$ cat src/rtl/lps_pkg.sv
package lps_pkg;
    localparam int COL_W  = 7;   // column index, up to 80 cells
    localparam int PROW_W = 7;   // pixel-row index, up to 128 rows
    localparam int FW_W   = 4;   // cell width value 5..8
    localparam int BYTE_W = 8;   // display memory data width

    typedef enum logic [2:0] {
        S_IDLE  = 3'd0,
        S_READ  = 3'd1,
        S_TAKE  = 3'd2,
        S_SHIFT = 3'd3,
        S_CLOSE = 3'd4
    } scan_st_e;
endpackage

$ cat src/rtl/lps_geom.sv
module lps_geom
    import lps_pkg::*;
(
    input  logic [1:0]        cols_sel_i,
    input  logic [2:0]        lines_sel_i,
    input  logic [1:0]        font_sel_i,
    output logic [COL_W-1:0]  ncols_o,
    output logic [PROW_W:0]   nprows_o,
    output logic [FW_W-1:0]   fw_o
);
    logic [3:0] lines_n;

    always_comb begin
        case (cols_sel_i)
            2'd0:    ncols_o = COL_W'(32);
            2'd1:    ncols_o = COL_W'(40);
            2'd2:    ncols_o = COL_W'(64);
            default: ncols_o = COL_W'(80);
        endcase
        // two character lines per code step, eight pixel rows each
        lines_n  = {1'b0, lines_sel_i} + 4'd1;
        nprows_o = {lines_n, 4'b0000};
        fw_o     = FW_W'(5) + {2'b00, font_sel_i};
    end
endmodule

$ cat src/rtl/lps_scan.sv
module lps_scan
    import lps_pkg::*;
#(
    parameter int ADDR_W = 16,
    parameter int HALF_W = 16
) (
    input  logic                 clk,
    input  logic                 rst_n,
    input  logic                 start_i,
    input  logic [COL_W-1:0]     ncols_i,
    input  logic [PROW_W:0]      nprows_i,
    input  logic [FW_W-1:0]      fw_i,
    input  logic [ADDR_W-1:0]    base_i,
    output logic                 rd_en_o,
    output logic [ADDR_W-1:0]    addr_o,
    input  logic [BYTE_W-1:0]    data_i,
    output logic                 frame_o,
    output logic                 vld_o,
    output logic [2*HALF_W-1:0]  coord_o,
    output logic                 done_o
);
    typedef struct packed {
        scan_st_e             st;
        logic                 frame;
        logic                 done;
        logic                 vld;
        logic                 rd_en;
        logic [ADDR_W-1:0]    addr;
        logic [ADDR_W-1:0]    row_base;
        logic [2*HALF_W-1:0]  coord;
        logic [COL_W-1:0]     col;
        logic [COL_W-1:0]     ncols;
        logic [PROW_W-1:0]    row;
        logic [PROW_W:0]      nprows;
        logic [FW_W-1:0]      fw;
        logic [FW_W-1:0]      xk;
        logic [HALF_W-1:0]    xcell;
        logic [BYTE_W-1:0]    bits;
    } scan_t;

    scan_t scan_q, scan_d;

    logic              step;
    logic              col_last;
    logic              row_last;
    logic [BYTE_W-1:0] masked;
    logic [BYTE_W-1:0] cell_mask;
    logic [BYTE_W-1:0] shifted;

    always_comb begin
        scan_d    = scan_q;
        scan_d.vld   = 1'b0;
        scan_d.done  = 1'b0;
        scan_d.rd_en = 1'b0;
        step      = 1'b0;
        cell_mask = {BYTE_W{1'b1}} >> (FW_W'(BYTE_W) - scan_q.fw);
        masked    = data_i & cell_mask;
        shifted   = scan_q.bits << 1;
        col_last  = (scan_q.col == scan_q.ncols - COL_W'(1));
        row_last  = ({1'b0, scan_q.row} == scan_q.nprows - (PROW_W+1)'(1));

        case (scan_q.st)
            S_IDLE: begin
                if (start_i) begin
                    scan_d.ncols    = ncols_i;
                    scan_d.nprows   = nprows_i;
                    scan_d.fw       = fw_i;
                    scan_d.row_base = base_i;
                    scan_d.col      = '0;
                    scan_d.row      = '0;
                    scan_d.xcell    = '0;
                    scan_d.frame    = 1'b1;
                    scan_d.rd_en    = 1'b1;
                    scan_d.addr     = base_i;
                    scan_d.st       = S_READ;
                end
            end
            S_READ: begin
                scan_d.st = S_TAKE;
            end
            S_TAKE: begin
                if (masked == '0) begin
                    step = 1'b1;
                end else begin
                    scan_d.bits = masked << (FW_W'(BYTE_W) - scan_q.fw);
                    scan_d.xk   = '0;
                    scan_d.st   = S_SHIFT;
                end
            end
            S_SHIFT: begin
                scan_d.vld = scan_q.bits[BYTE_W-1];
                if (scan_q.bits[BYTE_W-1]) begin
                    scan_d.coord = {scan_q.xcell + HALF_W'(scan_q.xk),
                                    HALF_W'(scan_q.row)};
                end
                scan_d.bits = shifted;
                scan_d.xk   = scan_q.xk + FW_W'(1);
                if (shifted == '0) begin
                    step = 1'b1;
                end
            end
            S_CLOSE: begin
                scan_d.frame = 1'b0;
                scan_d.done  = 1'b1;
                scan_d.st    = S_IDLE;
            end
            default: begin
                scan_d.st = S_IDLE;
            end
        endcase

        // advance to the next cell, row, or end of frame
        if (step) begin
            if (col_last) begin
                scan_d.col   = '0;
                scan_d.xcell = '0;
                if (row_last) begin
                    scan_d.st = S_CLOSE;
                end else begin
                    scan_d.row      = scan_q.row + PROW_W'(1);
                    scan_d.row_base = scan_q.row_base + ADDR_W'(scan_q.ncols);
                    scan_d.addr     = scan_q.row_base + ADDR_W'(scan_q.ncols);
                    scan_d.rd_en    = 1'b1;
                    scan_d.st       = S_READ;
                end
            end else begin
                scan_d.col   = scan_q.col + COL_W'(1);
                scan_d.xcell = scan_q.xcell + HALF_W'(scan_q.fw);
                scan_d.addr  = scan_q.row_base + ADDR_W'(scan_q.col) + ADDR_W'(1);
                scan_d.rd_en = 1'b1;
                scan_d.st    = S_READ;
            end
        end
    end

    always_ff @(posedge clk) begin
        if (!rst_n) begin
            scan_q <= '0;
        end else begin
            scan_q <= scan_d;
        end
    end

    assign rd_en_o = scan_q.rd_en;
    assign addr_o  = scan_q.addr;
    assign frame_o = scan_q.frame;
    assign vld_o   = scan_q.vld;
    assign coord_o = scan_q.coord;
    assign done_o  = scan_q.done;
endmodule

$ cat src/rtl/lit_pixel_streamer.sv
module lit_pixel_streamer
    import lps_pkg::*;
#(
    parameter int ADDR_W = 16,
    parameter int HALF_W = 16
) (
    input  logic                 clk,
    input  logic                 rst_n,
    input  logic                 start_i,
    input  logic [1:0]           cols_sel_i,
    input  logic [2:0]           lines_sel_i,
    input  logic [1:0]           font_sel_i,
    input  logic [ADDR_W-1:0]    base_i,
    output logic                 ram_rd_en_o,
    output logic [ADDR_W-1:0]    ram_addr_o,
    input  logic [BYTE_W-1:0]    ram_data_i,
    output logic                 frame_o,
    output logic                 coord_vld_o,
    output logic [2*HALF_W-1:0]  coord_o,
    output logic                 done_o
);
    logic [COL_W-1:0] ncols;
    logic [PROW_W:0]  nprows;
    logic [FW_W-1:0]  fw;

    lps_geom u_geom (
        .cols_sel_i  (cols_sel_i),
        .lines_sel_i (lines_sel_i),
        .font_sel_i  (font_sel_i),
        .ncols_o     (ncols),
        .nprows_o    (nprows),
        .fw_o        (fw)
    );

    lps_scan #(
        .ADDR_W (ADDR_W),
        .HALF_W (HALF_W)
    ) u_scan (
        .clk      (clk),
        .rst_n    (rst_n),
        .start_i  (start_i),
        .ncols_i  (ncols),
        .nprows_i (nprows),
        .fw_i     (fw),
        .base_i   (base_i),
        .rd_en_o  (ram_rd_en_o),
        .addr_o   (ram_addr_o),
        .data_i   (ram_data_i),
        .frame_o  (frame_o),
        .vld_o    (coord_vld_o),
        .coord_o  (coord_o),
        .done_o   (done_o)
    );
endmodule

$ cat config.mk
export PLATFORM = sky130hd
export DESIGN_NAME = lit_pixel_streamer
export DESIGN_NICKNAME = d
export VERILOG_FILES = /design/src/rtl/lps_pkg.sv /design/src/rtl/lps_geom.sv /design/src/rtl/lps_scan.sv /design/src/rtl/lit_pixel_streamer.sv
export SDC_FILE = /design/constraint.sdc
export NUM_CORES = 1
export LEC_CHECK = 0
export CORE_MARGIN = 5
export CORE_UTILIZATION = 30
export DETAILED_ROUTE_END_ITERATION = 16
export SYNTH_ARGS = -nofsm -noshare
export SYNTH_HDL_FRONTEND = slang
export SYNTH_HIERARCHICAL = 1
export SYNTH_SLANG_ARGS = --single-unit
$ cat constraint.sdc
create_clock -name clk -period 6.3 [get_ports clk]
set_clock_uncertainty 0.15 [all_clocks]
set_input_delay 1.26 -clock clk [delete_from_list [all_inputs] [get_ports clk]]
set_output_delay 1.26 -clock clk [all_outputs]
set_load 0.1 [all_outputs]
==> results <==
- The flow ran to the end, and the final reports show no timing, DRC or antenna violations.
- The depth of the CTS H-tree is 4.
- Dividing total power by cell area gives a power density of 288 nW/um^2.
- For this run, the number of Yosys warnings is 6.
- In the global route stage, overall resource usage came out at 14.8%.
- The detail route stage leaves a number of antenna-violating nets equal to 0.
- The area of the mapped netlist is 8020 um^2.
- The area enclosed by the die boundary is 30100 um^2.
- The clock network is responsible for 38.4% of the overall power.
- The congestion estimate from routability-driven global placement came to 0.834.
- The layout has 2694 filler cells.
- The number of antenna violations at the first check in global routing came to 0.
- The boundary pin count is 86.
- For the pin with the worst max-slew slack, the measured transition is 1.19 ns.
- The worst flop-to-flop path endpoint is u_scan/scan_q[59].
- The smallest clock period supported by the final layout is computed as 4.80 ns.
- The switching power as a share of total power is 35.8%.
- The number of max-cap violations is 0.
- For hold timing, the worst endpoint is u_scan/coord_o[18].
- The startpoint identified for the worst register-to-register timing path is u_scan/scan_q[28].
- The die is 173 um wide.
- The path class of the tightest hold or removal check is reg2reg.
- After floorplanning, the core was sized to cover 26200 um^2.
- The maximum clock path buffer count is 2.
- The post-detailed-route DRC marker count is 0.
- Combinational cells account for 27.7% of the total power.
- The count of endpoints failing hold in the final timing report was 0.
- Static timing analysis puts the maximum clock frequency at 0.208 GHz.
- The data required time of the critical path is 6.50 ns.
- In the layout the commonest cells are 129 x sky130_fd_sc_hd__nand2_1, 123 x sky130_fd_sc_hd__dfxtp_1, 79 x sky130_fd_sc_hd__nor2_1, 79 x sky130_fd_sc_hd__a21oi_1, 76 x sky130_fd_sc_hd__clkdlybuf4s50_1.
- The total number of clock tree sinks is 123.
- The sequential group share of total power is 33.8%.
- The total congestion overflow after global routing is 0.
- The worst register-to-register path has a setup slack of 1.50 ns.
- The period utilization is 76.1%.
- The static leakage is 3.44 nW.
- The maximum number of pins on one net before global-route repair is 48.
- The number of DRC markers after the initial detailed-route iteration is 539.
- Measured against its own limit, the worst slew margin works out to 20.4%.
- In this design, the critical path's most frequently occurring cell is sky130_fd_sc_hd__ha_1.
- Yosys attributes the largest share of cell area to sky130_fd_sc_hd__dfxtp_1 31%, sky130_fd_sc_hd__nand2_1 6.0%, sky130_fd_sc_hd__ha_1 5.3%.
- Summed over all layers, the routed wires come to 22.3 mm.
- Once the floorplan was initialized, standard cells occupied 30.6% of the core.
- The wire length of the first global-routing pass is 37.0 mm.
- In this design, the stage delay of the slowest critical-path cell is 0.69 ns.
- The wire length per cell is 16.3 um.
- For the worst-skew pair, the clock arrives at the later sink with an insertion delay of 0.42 ns.
- The async set-or-reset flop fraction in the synthesized netlist is 0%.
- After clock tree synthesis, the flow added hold-fix buffers numbering 0.
- The internal power is 1.71 mW.
- The synthesized design spends more area on one cell type than any other, namely sky130_fd_sc_hd__dfxtp_1.
- The TritonCTS clock tree is yes.
- The worst register-to-register path has a depth of 10.
- The switching power is 952 uW.
- In the routed layout, each cell is associated on average with a via count of 5.31.
- The via count of the first global-routing pass is 7021.
- Leaving out fill and tap cells, the most frequent cell in the layout is sky130_fd_sc_hd__nand2_1.
- STA classifies the critical path startpoint as a flop.
- The critical path's slowest cell is sky130_fd_sc_hd__a2111oi_1.
- The height of the die is 173 um.
- Traced cell by cell, the critical path runs through inv_1 > ha_1 > ha_1 > a21boi_0 > a2111oi_1 > a221oi_1 > nor2_1 > nand2_1 > or3_1 > a21oi_1.
- In this run the worst path has a maximum fanout of 14.
- The final-layout setup total negative slack is 0 ns.
- Among all flip-flop cells after synthesis, the most frequent one is sky130_fd_sc_hd__dfxtp_1.
- The cell depth of the worst hold path is 2.
- In the synthesized netlist, the number of instances is 1025.
- The final route contains 7269 vias.
- Setup repair after global routing left no endpoint under its margin.
- The iteration count of the initial detailed-routing pass is 5.
- The worst setup slack after placement is 1.57 ns.
- The total of flip-flops plus latches after synthesis is 123.
- The startpoint identified for the worst hold timing path is u_scan/coord_o[18].
- The count of flip-flops with a built-in enable after synthesis is 0.
- Buffers placed on the I/O ports in this run total 76.
- From synthesis to final layout, the design area changed by 15.3%.
- The root buffer cell chosen for the clock tree is sky130_fd_sc_hd__clkbuf_16.
- The max-slew violation count was 0.
- Post-CTS repair changed the size of 0 cells.
- At the end of the flow, the number of nets in the layout was 1092.
- The mean cell area of the mapped netlist is 7.82 um^2.
- The share of post-route cells with drive strength above 1 is 5.61%.
- For the worst setup path, the data arrival time is 5.00 ns.
- Across all setup checks in the final design, the least slack found is 1.50 ns.
- The maximum VDD drop is 0.000167 V.
- Counting distinct cell types in the post-synthesis netlist gives 81.
- Setup violations remaining at the end of the flow were counted as 0.
- The worst setup path is of the reg2reg kind.
- The detailed placer's ending HPWL is 15.8 mm.
- The diode insertion count for antenna repair is 0.
- In this run the core area contains 59 standard-cell rows.
- Clock-pin slew was measured on the worst setup and hold paths at 0.06 ns.
- Once the clock tree was built, the setup fixing pass inserted 0 buffers.
- Buffers inserted during clock tree synthesis total 17.
- The share of the Yosys chip area taken by registers is 30.7%.
- The proportion of netlist area held by the largest area contributor is 30.7%.
- The capturing element type of the critical path is a flop.
## sequential cells by signal, summed over array words and instances (netlist names)
signal          count
u_scan/done_o       1
u_scan/addr_o      16
u_scan/coord_o     23
u_scan/scan_q      80
u_scan/rd_en_o      1
u_scan/frame_o      1
u_scan/vld_o        1
## synthesized netlist by cell type (6+ instances only)
master / instances
sky130_fd_sc_hd__or3_1: 12
sky130_fd_sc_hd__buf_4: 55
sky130_fd_sc_hd__inv_1: 31
sky130_fd_sc_hd__xnor2_1: 31
sky130_fd_sc_hd__nor4_1: 7
sky130_fd_sc_hd__and3_1: 13
sky130_fd_sc_hd__nand2b_1: 8
sky130_fd_sc_hd__nand4_1: 10
sky130_fd_sc_hd__nor2b_1: 14
sky130_fd_sc_hd__a21o_1: 15
sky130_fd_sc_hd__a22oi_1: 14
sky130_fd_sc_hd__a211oi_1: 18
sky130_fd_sc_hd__nand2_1: 129
sky130_fd_sc_hd__a311oi_1: 11
sky130_fd_sc_hd__xor2_1: 18
sky130_fd_sc_hd__dfxtp_1: 123
sky130_fd_sc_hd__o211ai_1: 13
sky130_fd_sc_hd__buf_2: 6
sky130_fd_sc_hd__o21ai_0: 36
sky130_fd_sc_hd__o211a_1: 6
sky130_fd_sc_hd__nor3_1: 32
sky130_fd_sc_hd__nand3_1: 27
sky130_fd_sc_hd__o31a_1: 7
sky130_fd_sc_hd__o21a_1: 8
sky130_fd_sc_hd__a21oi_1: 79
sky130_fd_sc_hd__a31oi_1: 14
sky130_fd_sc_hd__and2_1: 7
sky130_fd_sc_hd__clkbuf_1: 53
sky130_fd_sc_hd__nor4b_1: 6
sky130_fd_sc_hd__nor2_1: 79
sky130_fd_sc_hd__ha_1: 34
## area by class of cell
class	instances	area (um^2)	share of cell area, %
Clock inverter	13	169	1.83
Inverter	31	116	1.26
Sequential cell	123	2460	26.6
Timing Repair Buffer	85	828	8.96
Tap cell	335	419	4.53
Multi-Input combinational cell	762	4800	51.9
Clock buffer	19	453	4.90
## how the worst max path moves through the flow
stage | from | endpoint | slack (ns) | cells past startpoint
after floorplan | ram_data_i[1] | u_scan/scan_q[106] | 2.94 | 8
after global placement | ram_data_i[1] | u_scan/scan_q[46] | 1.68 | 8
after detailed placement | u_scan/scan_q[28] | u_scan/scan_q[59] | 1.57 | 10
after CTS | u_scan/scan_q[28] | u_scan/scan_q[59] | 1.56 | 10
after global routing | u_scan/scan_q[28] | u_scan/scan_q[59] | 1.14 | 10
final | u_scan/scan_q[28] | u_scan/scan_q[59] | 1.50 | 10
## routing by layer
metal / wire length, um / track usage, % / vias to the layer above
met5: 0 / 0 / -
met4: 383 / 3.99 / 0
met3: 1150 / 3.42 / 29
met2: 10400 / 24.6 / 184
met1: 10400 / 19.4 / 3440
li1: - / - / 3616
## power by group through the flow
stage	registers (mW)	logic (mW)	clock network, mW
after floorplan	0.896	0.594	0
after global placement	0.916	0.727	0
after CTS	0.900	0.735	1.04
after detailed placement	0.916	0.732	0
after global routing	0.910	0.803	1.08
final	0.900	0.737	1.02
## logic make-up (layout without fill, tap and decap cells)
group,Yosys count,in the layout,share of synthesized area [%]
xor+xnor,49,49,5.35
buf+inv,154,148,10.2
flops,123,123,30.7
other cells,2,16,0.0937
simple gates,370,370,22.3
fa+ha+maj,38,38,6.31
compound gates,284,284,24.3
mux,5,5,0.780
## worst max-delay path, delay by kind of cell (launching register included)
kind            cells  cell delay [ns]
simple gates        3             1.61
compound gates      4             1.33
fa+ha+maj           2             0.79
flops               1             0.62
buf+inv             1             0.21
## stage by stage
| stage | area, um^2 | hold WS, ns | power, mW | utilization (%) | std cells |
|---|---|---|---|---|---|
| 5_1_grt | 9250 | 0.335 | 2.79 | 35.3 | 1368 |
| 3_3_place_gp | 8620 | 0.292 | 1.64 | 32.9 | 1336 |
| 3_5_place_dp | 8620 | 0.294 | 1.65 | 32.9 | 1336 |
| 2_1_floorplan | 8070 | 0.282 | 1.49 | - | 1039 |
| 6_report | 9250 | 0.298 | 2.66 | 35.3 | 1368 |
| 4_1_cts | 9250 | 0.303 | 2.68 | 35.3 | 1368 |
No activity file was read; power rests on OpenSTA's default activity.
